===== src/rtl/bypass_pkg.sv =====
package bypass_pkg;
  typedef enum logic [1:0] {
    BYP_RF   = 2'b00,
    BYP_FAR  = 2'b01,
    BYP_NEAR = 2'b10
  } byp_sel_e;
endpackage


===== src/rtl/stage_hit.sv =====
module stage_hit #(
  parameter int REG_W = 5
) (
  input  logic [REG_W-1:0] src,
  input  logic [REG_W-1:0] dst,
  input  logic             wr_en,
  output logic             hit
);
  localparam logic [REG_W-1:0] ZERO_REG = {REG_W{1'b1}};

  always_comb begin
    hit = wr_en && (dst != ZERO_REG) && (dst == src);
  end
endmodule


===== src/rtl/operand_pick.sv =====
module operand_pick
  import bypass_pkg::*;
#(
  parameter int REG_W = 5
) (
  input  logic [REG_W-1:0] src,
  input  logic [REG_W-1:0] near_rd,
  input  logic             near_we,
  input  logic [REG_W-1:0] far_rd,
  input  logic             far_we,
  output byp_sel_e         sel
);
  logic near_hit;
  logic far_hit;

  stage_hit #(.REG_W(REG_W)) u_near (
    .src(src), .dst(near_rd), .wr_en(near_we), .hit(near_hit)
  );

  stage_hit #(.REG_W(REG_W)) u_far (
    .src(src), .dst(far_rd), .wr_en(far_we), .hit(far_hit)
  );

  // younger producer takes precedence
  always_comb begin
    if (near_hit)     sel = BYP_NEAR;
    else if (far_hit) sel = BYP_FAR;
    else              sel = BYP_RF;
  end
endmodule


===== src/rtl/bypass_sel_top.sv =====
module bypass_sel_top
  import bypass_pkg::*;
#(
  parameter int REG_W = 5
) (
  input  logic             clk,
  input  logic             rst_n,
  input  logic [REG_W-1:0] src_a,
  input  logic [REG_W-1:0] src_b,
  input  logic [REG_W-1:0] near_rd,
  input  logic             near_we,
  input  logic [REG_W-1:0] far_rd,
  input  logic             far_we,
  output logic [1:0]       sel_a,
  output logic [1:0]       sel_b
);
  localparam int NUM_OPS = 2;
  localparam logic [REG_W-1:0] ZERO_REG = {REG_W{1'b1}};

  logic rst_meta_n;
  logic rst_sync_n;

  always_ff @(posedge clk or negedge rst_n) begin
    if (!rst_n) begin
      rst_meta_n <= 1'b0;
      rst_sync_n <= 1'b0;
    end else begin
      rst_meta_n <= 1'b1;
      rst_sync_n <= rst_meta_n;
    end
  end

  logic [REG_W-1:0] src_arr [NUM_OPS];
  byp_sel_e         sel_d   [NUM_OPS];
  logic [1:0]       sel_q   [NUM_OPS];
  logic             upd_en;

  assign src_arr[0] = src_a;
  assign src_arr[1] = src_b;
  assign upd_en     = 1'b1;

  for (genvar g = 0; g < NUM_OPS; g++) begin : g_op
    operand_pick #(.REG_W(REG_W)) u_pick (
      .src(src_arr[g]),
      .near_rd(near_rd), .near_we(near_we),
      .far_rd(far_rd),   .far_we(far_we),
      .sel(sel_d[g])
    );

    always_ff @(posedge clk or negedge rst_sync_n) begin
      if (!rst_sync_n)  sel_q[g] <= 2'b00;
      else if (upd_en)  sel_q[g] <= sel_d[g];
    end


    near_wins_chk: assert property (@(posedge clk) disable iff (!rst_sync_n)
      ($past(rst_sync_n) && $past(near_we && far_we && near_rd == far_rd &&
        near_rd == src_arr[g] && src_arr[g] != ZERO_REG)) |-> (sel_q[g] == 2'b10));


    zero_src_chk: assert property (@(posedge clk) disable iff (!rst_sync_n)
      ($past(rst_sync_n) && $past(src_arr[g] == ZERO_REG)) |-> (sel_q[g] == 2'b00));


    near_fwd_chk: assert property (@(posedge clk) disable iff (!rst_sync_n)
      ($past(rst_sync_n) && $past(near_we && near_rd != ZERO_REG &&
        near_rd == src_arr[g])) |-> (sel_q[g] == 2'b10));
  end

  assign sel_a = sel_q[0];
  assign sel_b = sel_q[1];


  no_code3_chk: assert property (@(posedge clk) disable iff (!rst_sync_n)
    (sel_a != 2'b11) && (sel_b != 2'b11));


  no_write_chk: assert property (@(posedge clk) disable iff (!rst_sync_n)
    ($past(rst_sync_n) && $past(!near_we && !far_we)) |-> (sel_a == 2'b00 && sel_b == 2'b00));
endmodule


===== config.mk =====
export PLATFORM = sky130hd
export DESIGN_NAME = bypass_sel_top
export DESIGN_NICKNAME = d
export VERILOG_FILES = /design/src/rtl/bypass_pkg.sv /design/src/rtl/stage_hit.sv /design/src/rtl/operand_pick.sv /design/src/rtl/bypass_sel_top.sv
export SDC_FILE = /design/constraint.sdc
export NUM_CORES = 1
export LEC_CHECK = 0
export CAP_MARGIN = 20
export CORE_UTILIZATION = 37
export DETAILED_ROUTE_END_ITERATION = 7
export MAX_ROUTING_LAYER = met4
export PLACE_DENSITY = 0.76
export SYNTH_ARGS = -nofsm -noshare
export SYNTH_HDL_FRONTEND = slang
export SYNTH_HIERARCHICAL = 1
export SYNTH_SLANG_ARGS = --single-unit
export TNS_END_PERCENT = 30

===== constraint.sdc =====
create_clock -name clk -period 0.8 [get_ports clk]
set_clock_uncertainty 0.1 [all_clocks]
set_input_delay 0.12 -clock clk [delete_from_list [all_inputs] [get_ports clk]]
set_output_delay 0.12 -clock clk [all_outputs]
set_load 0.02 [all_outputs]

==> impl_metrics.yaml <==
run_status:
  status: "complete, but fails checks"
  violations: "hold timing, setup timing"
setup_path:
  crit_cells: 1
  critPathSlowestCell: "dfrtp_1"
  worstRegToRegCells: 0
  path_delay_family: "flip-flops"
  cp.required_ns: 0.58
  path_cells: "buf_6"
  cp_max_fo: 1
  cp_slowest_stage_delay_ns: 0.37
  endpoint_kind: "output pin"
  start_kind: "register"
  critPathKind: "reg -> out"
  critPathBufInv: 1
  crit_arrival_ns: 0.73
cells_and_area:
  drive_above_1_share_pct: 53.0
  layout_common_cells: "xnor2_2, xnor2_1, buf_6, clkbuf_2, dfrtp_1"
  finish.instance_area_um2: 853
  fin_nets: 109
  areaGrowthSynthToFinish_pct: 62.0
  antenna_cells: 0
  nFillCells: 110
clock_tree:
  root_buffer: "clkbuf_4"
  cts_setup_buffers: 0
  htreeDepth: 1
  clk_latency_ns: 0.24
  clock_path_buffers: 2
  clock_sinks: 6
  cts_made_buffers: 3
  cts.clk_slew.worst_paths_ns: 0.04
  cts_tree: "built"
yosys:
  yosysUniqueCellTypes: 13
  yosys_warnings: 6
  syn_area_um2: 527
  ys_seq_area_share_pct: 28.5
  synth_fp_nets: 79
  ys_seq_elements: 6
  netlist_instances: 55
  avgSynthCellArea_um2: 9.58
place:
  gp_congestion: 0.699
  portBuffers: 27
  dpl_cell_area_um2: 816
  hpwlAfterDp_um: 948
floorplan:
  die_area_um2: 1580
  io_pins: 28
  core-area_um2: 1320
  start_util_pct: 40.0
  die_h_um: 39.7
  die_x_um: 39.7
  placement_rows: 13
min_path:
  hold_path_class: "in -> async"
timing:
  fin_crit_ns: 0.955
  timing.hold.ws_ns: -0.0595
  fmax_mhz: 1050
  fin_crit_sh_pct: 119
  setup_viol: 6
  rsz0062_at_grt: "true"
  setup_slack_ns: -0.155
  finalMaxSlewViolations: 0
  hold_viol: 6
global_routing:
  antenna_found_initial: 0
  grt_pass1_vias: 453
  grt_max_degree: 5
  grt_pass1_wl_um: 1750
  track_usage_pct: 17.3
  grt_overflow: 0
drt:
  viasPerCell: 4.85
  vias: 475
  ant_nets: 0
  drt_wl_total_um: 1110
  dr.pass1.iters: 1
  drt_iter0_markers: 0
  wl_per_cell_um: 11.3
  drc: 0
power_and_ir_drop:
  power_mw: 0.920
  powerDensity_nw_per_um2: 1080
  leakage_nw: 0.387
  peakVddDrop_v: 0.000415
job:
  cap_violations: 0
cell usage after synthesis, drive strengths merged:
cell	instances	area (um2)
a21oi	4	20.0
and2	4	25.0
buf	2	15.0
conb	1	3.75
dfrtp	6	150
nand2	4	15.0
nand3	4	20.0
nand4	4	25.0
nor2	4	15.0
nor2b	2	27.5
nor3	4	40.0
xnor2	16	170
sequential cells by signal, summed over array words and instances, names as in the netlist:
name / count
sel_a: 2
sel_b: 2
rst_meta_n: 1
rst_sync_n: 1
per-layer routing:
metal / GRT usage (%) / routed length, um
met1: 15.9 / 407
met3: 0 / 55
met5: - / 0
met2: 34.8 / 645
met4: 10.3 / 0
path summary, 6_finish.rpt:
kind	start	to	slack, ns
worst min-delay path	rst_n	rst_sync_n$_DFF_PN0_	-0.06
min in group clk	src_a[0]	sel_a[1]$_DFF_PN0_	0.11
worst max-delay path	sel_b[1]$_DFF_PN0_	sel_b[1]	-0.15
worst max register to register	rst_meta_n$_DFF_PN0_	rst_sync_n$_DFF_PN0_	0.23
worst min register to register	rst_sync_n$_DFF_PN0_	sel_a[1]$_DFF_PN0_	-0.04
max in group asynchronous	rst_sync_n$_DFF_PN0_	sel_b[0]$_DFF_PN0_	0.48
power by group:
group / internal (mW) / switching [mW] / leakage (nW)
registers: 0.313 / 0.00550 / 0.0790
clock network: 0.169 / 0.0968 / 0.0138
logic: 0.186 / 0.151 / 0.294
metrics by stage:
stage	cells	setup slack (ns)	hold WS (ns)	utilization, %	setup TNS [ns]
after floorplan	55	-0.0544	-0.276	-	-0.151
after global placement	95	-0.675	-0.0414	61.9	-3.80
after detailed placement	95	-0.706	-0.0369	61.9	-3.94
after CTS	98	-0.166	-0.0699	65.1	-1.00
after global routing	98	-0.194	-0.0619	64.8	-0.950
final	98	-0.155	-0.0595	64.8	-0.699
final cells by class:
class | instances | area (um2) | share of cell area [%]
Clock buffer | 3 | 22.5 | 2.64
Multi-Input combinational cell | 47 | 432 | 50.6
Timing Repair Buffer | 27 | 230 | 27.0
Sequential cell | 6 | 150 | 17.6
Tap cell | 15 | 18.8 | 2.20
cell families after synthesis:
group,Yosys count,synth area share (%)
other,1,0.712
AOI/OAI and AO/OA,4,3.80
and+or+nand+nor,26,31.8
buffers and inverters,2,2.85
DFF,6,28.5
xor gates and xnor gates,16,32.3
repair_timing:
item	in CTS	in global routing
resized for setup	66	46
endpoints found under the hold margin	6	6
cloned	0	0
pin swaps	9	16
setup endpoints to repair	8	8
No activity file was read; power rests on OpenSTA's default activity.
